### config.mk
export PLATFORM = sky130hd
export DESIGN_NAME = ldx_unit
export DESIGN_NICKNAME = d
export VERILOG_FILES = /design/src/rtl/ldx_pkg.sv /design/src/rtl/ldx_extend.sv /design/src/rtl/ldx_unpack.sv /design/src/rtl/ldx_fifo_shift.sv /design/src/rtl/ldx_unit.sv
export SDC_FILE = /design/constraint.sdc
export NUM_CORES = 1
export LEC_CHECK = 0
export BUFFER_PORTS_ARGS = -buffer_cell sky130_fd_sc_hd__buf_4
export CORE_MARGIN = 2
export CORE_UTILIZATION = 30
export CTS_BUF_LIST = sky130_fd_sc_hd__clkbuf_8
export DETAILED_ROUTE_END_ITERATION = 12
export MAX_ROUTING_LAYER = met4
export SLEW_MARGIN = 20
export SYNTH_ARGS = -nofsm -noshare
export SYNTH_HDL_FRONTEND = slang
export SYNTH_SLANG_ARGS = --single-unit
export TNS_END_PERCENT = 1
### constraint.sdc
create_clock -name clk -period 1.29 [get_ports clk]
set_input_delay 0.0645 -clock clk [delete_from_list [all_inputs] [get_ports clk]]
set_output_delay 0.0645 -clock clk [all_outputs]
set_load 0.05 [all_outputs]
### src/rtl/ldx_pkg.sv
package ldx_pkg;

    // Operation codes carried on in_op
    typedef enum logic [2:0] {
        OP_BYTE  = 3'd0,
        OP_HALF  = 3'd1,
        OP_WORD  = 3'd2,
        OP_PAIR  = 3'd3,
        OP_UNPK2 = 3'd4,
        OP_UNPK4 = 3'd5,
        OP_SHB   = 3'd6,
        OP_SHH   = 3'd7
    } ldx_op_e;

    // Item size seen by the scalar extension path
    typedef enum logic [1:0] {
        SZ_BYTE = 2'd0,
        SZ_HALF = 2'd1,
        SZ_WORD = 2'd2
    } ldx_size_e;

    // Output register state
    typedef enum logic [1:0] {
        ST_EMPTY = 2'd0,
        ST_FRESH = 2'd1,
        ST_HELD  = 2'd2
    } ldx_state_e;

endpackage

### src/rtl/ldx_extend.sv
module ldx_extend
    import ldx_pkg::*;
#(
    parameter int unsigned WORD_W = 32,
    parameter int unsigned BYTE_W = 8
) (
    input  logic [WORD_W-1:0] raw,
    input  ldx_size_e         size,
    input  logic              sign,
    output logic [WORD_W-1:0] ext
);
    localparam int unsigned HALF_W = 2 * BYTE_W;

    logic fill_b;
    logic fill_h;

    // Fill bit for the upper part: the item's top bit when signed, else 0
    assign fill_b = sign & raw[BYTE_W-1];
    assign fill_h = sign & raw[HALF_W-1];

    always_comb begin
        unique case (size)
            SZ_BYTE: ext = {{(WORD_W-BYTE_W){fill_b}}, raw[BYTE_W-1:0]};
            SZ_HALF: ext = {{(WORD_W-HALF_W){fill_h}}, raw[HALF_W-1:0]};
            SZ_WORD: ext = raw;
            default: ext = raw;
        endcase
    end

endmodule

### src/rtl/ldx_unpack.sv
module ldx_unpack #(
    parameter int unsigned LANES  = 4,
    parameter int unsigned BYTE_W = 8
) (
    input  logic [LANES*BYTE_W-1:0]   raw,
    input  logic                      sign,
    output logic [LANES*2*BYTE_W-1:0] lanes
);
    localparam int unsigned LANE_W = 2 * BYTE_W;

    // Byte g goes to lane g, lane 0 at the least significant end
    for (genvar g = 0; g < LANES; g++) begin : g_lane
        logic fill;
        assign fill = sign & raw[g*BYTE_W + BYTE_W - 1];
        assign lanes[g*LANE_W +: LANE_W] = {{BYTE_W{fill}}, raw[g*BYTE_W +: BYTE_W]};
    end

endmodule

### src/rtl/ldx_fifo_shift.sv
module ldx_fifo_shift #(
    parameter int unsigned PAIR_W = 64,
    parameter int unsigned BYTE_W = 8
) (
    input  logic [PAIR_W-1:BYTE_W] old_hi,
    input  logic [2*BYTE_W-1:0]    item,
    input  logic                   half_mode,
    output logic [PAIR_W-1:0]      shifted
);
    localparam int unsigned HALF_W = 2 * BYTE_W;

    logic [PAIR_W-1:0] by_byte;
    logic [PAIR_W-1:0] by_half;

    // The old pair drops its lowest item, and the new item enters at the top
    assign by_byte = {item[BYTE_W-1:0], old_hi[PAIR_W-1:BYTE_W]};
    assign by_half = {item[HALF_W-1:0], old_hi[PAIR_W-1:HALF_W]};

    assign shifted = half_mode ? by_half : by_byte;

endmodule

### src/rtl/ldx_unit.sv
module ldx_unit
    import ldx_pkg::*;
#(
    parameter int unsigned PAIR_W = 64,
    parameter int unsigned BYTE_W = 8
) (
    input  logic              clk,
    input  logic              rst_n,
    input  logic              in_valid,
    input  logic [2:0]        in_op,
    input  logic              in_sign,
    input  logic [PAIR_W-1:0] rd_data,
    input  logic [PAIR_W-1:0] pair_in,
    output logic              out_valid,
    output logic [PAIR_W-1:0] out_result,
    output logic              out_wide
);
    localparam int unsigned WORD_W   = PAIR_W / 2;
    localparam int unsigned HALF_W   = 2 * BYTE_W;
    localparam int unsigned LANES_LO = WORD_W / HALF_W;
    localparam int unsigned LANES_HI = WORD_W / BYTE_W;

    ldx_op_e           op;
    ldx_size_e         size;
    ldx_state_e        state_q;
    ldx_state_e        state_d;
    logic [WORD_W-1:0] ext_w;
    logic [WORD_W-1:0] unpk_lo;
    logic [PAIR_W-1:0] unpk_hi;
    logic [PAIR_W-1:0] shifted;
    logic [PAIR_W-1:0] next_result;
    logic              next_wide;

    assign op = ldx_op_e'(in_op);

    // Item size for the scalar extension path
    always_comb begin
        unique case (op)
            OP_BYTE: size = SZ_BYTE;
            OP_HALF: size = SZ_HALF;
            default: size = SZ_WORD;
        endcase
    end

    ldx_extend #(.WORD_W(WORD_W), .BYTE_W(BYTE_W)) u_extend (
        .raw  (rd_data[WORD_W-1:0]),
        .size (size),
        .sign (in_sign),
        .ext  (ext_w)
    );

    ldx_unpack #(.LANES(LANES_LO), .BYTE_W(BYTE_W)) u_unpack_lo (
        .raw   (rd_data[LANES_LO*BYTE_W-1:0]),
        .sign  (in_sign),
        .lanes (unpk_lo)
    );

    ldx_unpack #(.LANES(LANES_HI), .BYTE_W(BYTE_W)) u_unpack_hi (
        .raw   (rd_data[LANES_HI*BYTE_W-1:0]),
        .sign  (in_sign),
        .lanes (unpk_hi)
    );

    ldx_fifo_shift #(.PAIR_W(PAIR_W), .BYTE_W(BYTE_W)) u_shift (
        .old_hi    (pair_in[PAIR_W-1:BYTE_W]),
        .item      (rd_data[HALF_W-1:0]),
        .half_mode (op == OP_SHH),
        .shifted   (shifted)
    );

    // Result selection by operation
    always_comb begin
        unique case (op)
            OP_BYTE, OP_HALF, OP_WORD: begin
                next_result = {{WORD_W{1'b0}}, ext_w};
                next_wide   = 1'b0;
            end
            OP_PAIR: begin
                next_result = rd_data;
                next_wide   = 1'b1;
            end
            OP_UNPK2: begin
                next_result = {{WORD_W{1'b0}}, unpk_lo};
                next_wide   = 1'b0;
            end
            OP_UNPK4: begin
                next_result = unpk_hi;
                next_wide   = 1'b1;
            end
            OP_SHB, OP_SHH: begin
                next_result = shifted;
                next_wide   = 1'b1;
            end
            default: begin
                next_result = '0;
                next_wide   = 1'b0;
            end
        endcase
    end

    // Next-state logic
    always_comb begin
        state_d = state_q;
        unique case (state_q)
            ST_EMPTY: state_d = in_valid ? ST_FRESH : ST_EMPTY;
            ST_FRESH: state_d = in_valid ? ST_FRESH : ST_HELD;
            ST_HELD:  state_d = in_valid ? ST_FRESH : ST_HELD;
            default:  state_d = ST_EMPTY;
        endcase
    end

    // State register
    always_ff @(posedge clk) begin
        if (!rst_n) begin
            state_q <= ST_EMPTY;
        end else begin
            state_q <= state_d;
        end
    end

    // Output register
    always_ff @(posedge clk) begin
        if (!rst_n) begin
            out_result <= '0;
            out_wide   <= 1'b0;
        end else if (in_valid) begin
            out_result <= next_result;
            out_wide   <= next_wide;
        end
    end

    assign out_valid = (state_q == ST_FRESH);

endmodule

Word-level counts from Yosys, hierarchy flattened
Index checks and enable logic that the tools add are counted.
{"block": "word_totals", "regBits": 67, "latchBits": 0, "mem_bits_rw": 0, "rom_bits": 0, "word_cells": 33, "mem_count": 0}
{"block": "op_classes", "addsub": 0, "n_mul": 0, "n_div": 0, "n_lt_le_gt_ge": 0, "n_eq_ne": 10, "shifts": 0, "muxes": 8, "bitwise": 4, "n_reduce_logical": 8}
{"op": "case mux 64 bit (5 select lines)", "count": 1}
{"op": "2-to-1 mux 64 bit", "count": 1}
{"op": "case mux 32 bit (2 select lines)", "count": 1}
{"op": "equality test 3 bit, second input constant", "count": 4}
{"op": "case mux 2 bit (2 select lines)", "count": 2}
{"op": "OR reduction 4 bit", "count": 2}
{"op": "equality test 3 x 2 -> 1 bit, second input constant", "count": 2}
{"op": "AND 1 bit", "count": 4}
{"op": "equality test 2 x 1 -> 1 bit, second input constant", "count": 2}
{"op": "logical NOT 2 bit", "count": 2}
{"op": "OR reduction 2 bit", "count": 2}
{"op": "equality test 3 x 1 -> 1 bit, second input constant", "count": 1}
{"op": "logical NOT 3 bit", "count": 1}
{"op": "OR reduction 3 bit", "count": 1}
{"op": "equality test 2 bit, second input constant", "count": 1}
{"op": "2-to-1 mux 2 bit", "count": 1}
{"op": "case mux 1 bit (2 select lines)", "count": 1}
{"op": "2-to-1 mux 1 bit", "count": 1}

Longest topological paths before layout
Gate-level depths: netlist (run 1).
{"block": "depth", "word_depth": 5, "mapped_depth": 7}

Modules after synthesis
Synthesis (run 1) repeated with hierarchy kept, for this count alone.
{"block": "unflattened", "hier_cells": 677, "hier_area_um2": 6281.0}
{"module": "ldx_unit", "instances": 1, "cells_each": 438, "area_each_um2": 4060.1}
{"module": "ldx_fifo_shift", "instances": 1, "cells_each": 71, "area_each_um2": 1077.3}
{"module": "ldx_unpack (u_unpack_hi)", "instances": 1, "cells_each": 68, "area_each_um2": 505.5}
{"module": "ldx_extend", "instances": 1, "cells_each": 66, "area_each_um2": 385.4}
{"module": "ldx_unpack (u_unpack_lo)", "instances": 1, "cells_each": 34, "area_each_um2": 252.7}

Least setup slack after synthesis (run 1)
No wires, ideal clock.
{"block": "synth_path", "path_kind": "input-to-reg", "from": "input in_op[0]", "to": "register out_result[10]", "setup_time_ps": 122, "arrival_ps": 1118, "required_ps": 1168, "path_slack_ps": 50, "path_stages": 5, "n_path_buf": 2, "path_cell_list": "buf_6 -> or3_1 -> buf_6 -> a21o_1 -> a221o_1"}
{"block": "synth_via", "elab_chain_cells": 5, "word_cells_on_any_way": 16, "cone_classes": "8 x eq/ne; 4 x mux; 4 x reduce/logical"}
{"element": "start: declaration", "line": "ldx_unit.sv:10", "source": "input logic [2:0] in_op,"}
{"element": "equality test 3 x 1 -> 1 bit / logical NOT 3 bit (equally long branches)", "line": "ldx_unit.sv:38, ldx_unit.sv:73"}
{"element": "case mux 2 bit (2 select lines)", "line": "ldx_unit.sv:38", "source": "unique case (op)"}
{"element": "equality test 2 x 1 -> 1 bit / logical NOT 2 bit (equally long branches)", "line": "ldx_extend.sv:22", "source": "unique case (size)"}
{"element": "case mux 32 bit (2 select lines)", "line": "ldx_extend.sv:22"}
{"element": "case mux 64 bit (5 select lines) (*)", "line": "ldx_unit.sv:73", "source": "unique case (op)"}
{"element": "end signal: assignment", "line": "ldx_unit.sv:127", "source": "out_result <= next_result;"}
{"element": "end: declaration", "line": "ldx_unit.sv:15", "source": "output logic [PAIR_W-1:0] out_result,"}
Mark *: on every way between the ends. The rest lies on a longest branch, timed or not.
A chain may end at the register's enable or synchronous reset.

Worst setup path after layout (run 1)
{"block": "layout_path", "from": "register state_q[1]", "to": "output out_valid"}
{"block": "layout_via", "elab_chain_cells": 1}
{"element": "start: declaration", "line": "ldx_unit.sv:25", "source": "ldx_state_e state_q;"}
{"element": "start signal: assignment", "line": "ldx_unit.sv:117", "source": "state_q <= state_d;"}
{"element": "equality test 2 x 1 -> 1 bit", "line": "ldx_unit.sv:132", "source": "assign out_valid = (state_q == ST_FRESH);"}
{"element": "end: declaration", "line": "ldx_unit.sv:14", "source": "output logic out_valid,"}
Every way passes these cells.

==> results of run 1 <==
## path summary, 6_finish.rpt
check,from,endpoint,slack (ps),cells after the start
setup / recovery,state_q[1],out_valid,120,3
hold / removal,rd_data[22],out_result[38],20,3
setup reg to reg,state_q[0],state_q[0],320,4
hold reg to reg,out_result[40],out_result[40],470,2
## state kept, by name, summed over array words and instances, names as in the netlist
name	cells
out_wide	1
state_q	2
out_result	64
## area by class of cell
type	instances	share of cell area [%]
Multi-Input combinational cell	397	41.2
Clock buffer	10	2.13
Clock inverter	3	0.174
Tap cell	180	3.48
Sequential cell	67	20.8
Timing Repair Buffer	258	31.9
Inverter	7	0.407
## repair_timing
action	4_1_cts	5_1_grt
gates resized for setup	0	1
buffers inserted	0	0
hold buffers	10	0
endpoints found under the hold margin	10	0
setup endpoints to repair	0	7
## per-stage QoR
stage	power, mW	setup slack (ps)
final	5.73	117
after global routing	5.96	71.0
after CTS	5.75	84.2
after detailed placement	4.28	-277
after global placement	4.27	-225
after floorplan	3.39	50.3
## tightest hold or removal path: cells and delay by family
family | cells | cell delay [ps]
compound gates | 2 | 180
buf+inv | 1 | 90
## power breakdown
part | internal, mW | leakage, nW | switching [mW]
combinational | 0.877 | 2.34 | 1.14
clock | 0.697 | 0.0879 | 0.753
sequential | 2.19 | 0.549 | 0.0790
total | 3.76 | 2.98 | 1.97
## kinds of logic after synthesis
logic type,after synthesis,share of synthesized area [%]
AO/OA/AOI/OAI,207,32.9
adder cells (fa/ha/maj),3,0.878
buffers and inverters,54,6.64
flip-flops,67,31.4
multiplexers,53,13.0
AND/OR/NAND/NOR,134,15.2
## routing by layer
layer / up-vias / part of all wire [%] / GRT usage, %
met3: 33 / 7.5 / 4.57
li1: 2372 / - / -
met1: 2349 / 44 / 31.9
met2: 231 / 46 / 36.0
met4: 0 / 2.3 / 6.89
met5: - / 0 / -
## cell usage in the layout (no fill, tap or decap), drive strengths merged, types with 3 or more instances in the layout
master / instances
o221a: 8
nand2b: 21
a211oi: 14
a22oi: 29
buf: 248
o21a: 7
ha: 3
nor2: 15
inv: 10
a21o: 14
a32oi: 6
o21ai: 46
mux2i: 32
o211ai: 12
a21oi: 41
nor3: 6
mux2: 21
a221o: 12
dlygate4sd3: 10
clkbuf: 10
and2: 4
dfxtp: 67
nand3: 6
a31oi: 8
nand2: 69
==> flow_metrics.tcl, run 1 <==
set metrics [dict create \
    vias 4985 \
    yosys.area.top_type "dfxtp_1" \
    cp_data_required_time_ps 1230 \
    layout-drive-gt1-share_pct 39.8 \
    finalClockSkew_ps 0.0552 \
    maxSlewViolCount 0 \
    final_antenna_net_count 0 \
    layout.cells.non_filler 922 \
    grt-ovfl-total 0 \
    drt_iter0_markers 405 \
    regArea_sq_mm 0.00134 \
    grt_max_degree 49 \
    numPortBuffers 192 \
    placed_cell_area_sq_mm 0.00621 \
    synth-main-ff-cell "dfxtp_1" \
    dpl.cell_count 899 \
    synth_most_common_cell "nand2_1" \
    critPathSlowestCell "dfxtp_1" \
    num_rows 43 \
    ys_top_cells_by_count "69 x nand2_1, 67 x dfxtp_1, 45 x o21ai_0" \
    drt-wirelength-per-cell_um 19.5 \
    fin_nets 878 \
    relSlewSlack_pct 59.8 \
    antenna_found_initial 0 \
    tightest_slew_ps 600 \
    synth_cell_types 50 \
    grt_use_total_pct 23.7 \
    diodes 0 \
    synthArstFlopShare_pct 0 \
    clockBufferDepth 2 \
    cp_max_fo 2 \
    postLayoutCellArea_sq_mm 0.00646 \
    grt_pass1_vias 4775 \
    max_freq_ghz 0.852 \
    syn_avg_cell_area_sq_um 8.26 \
    status "complete, no violations" \
    routed_wl_mm 18.0 \
    grt_setup_unrepaired "false" \
    finalSetupViolCount 0 \
    period_share_pct 91.0 \
    grt_pass1_wl_mm 26.4 \
    cp.buffers_inverters 2 \
    core_sq_mm 0.0139 \
    crit_chain "inv_1, ha_1, buf_4" \
    power_density_mw_per_mm2 887 \
    globalplace.congestion 0.905 \
    synthCells 518 \
    multi_input_area_sq_mm 0.00266 \
    dr.pass1.iters 8 \
    tns_ps 0 \
    cts_tree "yes" \
    hpwl_mm 14.3 \
    synth_edf_count 0 \
    period_needed_ps 1170 \
    syn_area_sq_mm 0.00428 \
    cts_buffers 9 \
    area_growth_syn_to_layout_pct 51.1 \
    cts_root_buf "clkbuf_8" \
    worstSkewPairLatency_ps 350 \
    critPathLaunchType "flip-flop" \
    ys_top_cells_by_area "dfxtp_1 31%, mux2i_1 7.5%, nand2_1 6.1%" \
    final_util_pct 46.6 \
    endpoint_kind "output pin" \
    synth_fp_nets 656 \
    start_util_pct 30.8 \
    leakage_nw 2.98 \
    drc 0 \
    n_fill_cell 1410 \
    die_area_sq_mm 0.0152 \
    worst_ep_arrival_time_ps 1110 \
    synth-seq-cells 67 \
    hold_viol_final 0 \
    seq_area_frac_synth_pct 31.4 \
    clk_pin_slew_ps 70 \
    synth_top_cell_area_share_pct 31.4 \
    vias_per_cell 5.41 \
    fp.dieH_um 123 \
    chipWidth_um 123 \
    maxCapViolations 0 \
    path_delay_family "flip-flops" \
    htree_levels 3 \
    critical-path-max-stage-delay_ps 330 \
    min_path_type "in2reg" \
    clock-sinks 67 \
    timing.hold.ws_ps 17.3 \
    ir_drop_v 0.000445 \
    ios 201 \
    path_class "reg2out" \
    yosysWarnings 0 \
]
(Power assumes the default switching activity.)
==> run 2: changes to the inputs <==
- clock period: 1.29 -> 0.9 ns (I/O delays scaled with it)
==> flow_metrics.tcl, run 2 (same netlist as run 1, synthesis figures left out) <==
set metrics [dict create \
    vias_per_cell 5.44 \
    final_antenna_net_count 0 \
    maxCapViolations 0 \
    period_share_pct 129 \
    layout_common_cells "216 x buf_4, 68 x nand2_1, 65 x dfxtp_2" \
    r2r_slack_ps -130 \
    maxSlewViolCount 0 \
    ir_drop_v 0.000728 \
    drc 0 \
    final_util_pct 54.3 \
    grt_max_degree 30 \
    critical-path-max-stage-delay_ps 340 \
    crit_chain "buf_6, ha_4, buf_8" \
    drt_iter0_markers 426 \
    min_from "rd_data[30]" \
    diodes 0 \
    min_path_type "in2reg" \
    regArea_sq_mm 0.00143 \
    grt_setup_unrepaired "true" \
    cp_data_required_time_ps 850 \
    core_sq_mm 0.0139 \
    grt_pass1_wl_mm 29.2 \
    multi_input_area_sq_mm 0.00274 \
    reg.largest.list "out_result: 64 flops, state_q: 2 flops, out_wide: 1 flops" \
    grt_pass1_vias 5294 \
    mostFrequentLayoutCell "buf_4" \
    clk_pin_slew_ps 80 \
    endpoint_kind "output pin" \
    wl_met3_mm 1.16 \
    cts_root_buf "clkbuf_8" \
    relSlewSlack_pct 71.3 \
    routed_wl_mm 19.8 \
    leakage_nw 3.40 \
    holdPathStages 3 \
    grt_use_total_pct 26.2 \
    n_fill_cell 1260 \
    worst_ep_arrival_time_ps 1110 \
    regMostFlops "out_result" \
    top_layer_used "met4" \
    status "finished with violations" \
    layout-drive-gt1-share_pct 54.2 \
    ios 201 \
    dr.pass1.iters 5 \
    start_util_pct 30.8 \
    whs_endpoint "out_result[54]" \
    met2_length_mm 9.59 \
    htree_levels 3 \
    cp_max_fo 2 \
    antenna_found_initial 0 \
    fp.dieH_um 123 \
    num_rows 43 \
    worstSkewPairLatency_ps 350 \
    area_growth_syn_to_layout_pct 76.3 \
    wl_met1_mm 8.60 \
    cts_tree "yes" \
    hold_viol_final 0 \
    largest_reg_flops 64 \
    max_freq_ghz 0.864 \
    fin_nets 925 \
    drt-wirelength-per-cell_um 20.4 \
    path_class "reg2out" \
    reg2reg_to "state_q[0]" \
    clockBufferDepth 2 \
    tns_ps -987 \
    critPathLaunchType "flip-flop" \
    finalSetupViolCount 45 \
    globalplace.congestion 0.932 \
    critPathSlowestCell "dfxtp_2" \
    power_density_mw_per_mm2 1280 \
    period_needed_ps 1160 \
    tightest_slew_ps 431 \
    die_area_sq_mm 0.0152 \
    r2r-start "state_q[0]" \
    clock-sinks 67 \
    finalClockSkew_ps 0.409 \
    setup_slack_ps -258 \
    rr_worst_depth 4 \
    violations "negative setup slack" \
    chipWidth_um 123 \
    cts_buffers 9 \
    vias 5292 \
    numPortBuffers 192 \
    hpwl_mm 15.6 \
    grt-ovfl-total 0 \
]
[run 2: critical path, delay by kind of cell, from the launching register on]
| kind | cells | cell delay, ps |
|---|---|---|
| fa+ha+maj | 1 | 150 |
| buf+inv | 2 | 260 |
| flops | 1 | 340 |
[run 2: timing repair]
item | in CTS | in global routing
setup endpoints to repair | 117 | 118
hold endpoints to repair | 9 | 0
buffers inserted | 1 | 0
resized for setup | 194 | 38
hold buffers | 10 | 0
pin swaps | 2 | 1
[run 2: power by group]
group / switching [mW] / internal, mW
logic: 1.73 / 1.62
registers: 0.162 / 3.17
clock network: 1.31 / 1.63
total: 3.20 / 6.42
[run 2: layout make-up]
cell class                 instances  share of cell area [%]
sequential                        67                    19.0
clock buffer                      10                    1.82
timing repair buffer             305                    38.4
inverter                           7                   0.348
multi-input combinational        397                    36.3
clock inverter                     6                    1.18
tap                              180                    2.99
[run 2: worst max path at each step]
| stage | start | end | slack [ps] | depth (start not counted) |
|---|---|---|---|---|
| after floorplan | in_op[0] | out_result[10] | -300 | 5 |
| after global placement | in_op[0] | out_result[25] | -500 | 6 |
| after detailed placement | in_op[0] | out_result[25] | -510 | 6 |
| after CTS | state_q[0] | out_valid | -250 | 3 |
| after global routing | state_q[0] | out_valid | -280 | 3 |
| final | state_q[0] | out_valid | -260 | 3 |
[run 2: per-stage QoR]
| stage | power [mW] | hold WS (ps) | instances | worst slack, ps | area (sq um) |
|---|---|---|---|---|---|
| finish | 9.62 | 20.4 | 972 | -258 | 7540 |
| floorplan | 4.86 | 176 | 518 | -297 | 4280 |
| detailed placement | 6.28 | 280 | 945 | -513 | 6500 |
| global route | 9.99 | 35.0 | 972 | -278 | 7540 |
| global placement | 6.26 | 276 | 945 | -504 | 6500 |
| CTS | 9.58 | 4.35 | 972 | -249 | 7410 |
[run 2: routing by layer]
metal	vias to the layer above	track usage (%)
met5	-	-
li1	2471	-
met2	237	42.3
met4	0	9.38
met3	33	2.63
met1	2551	34.1
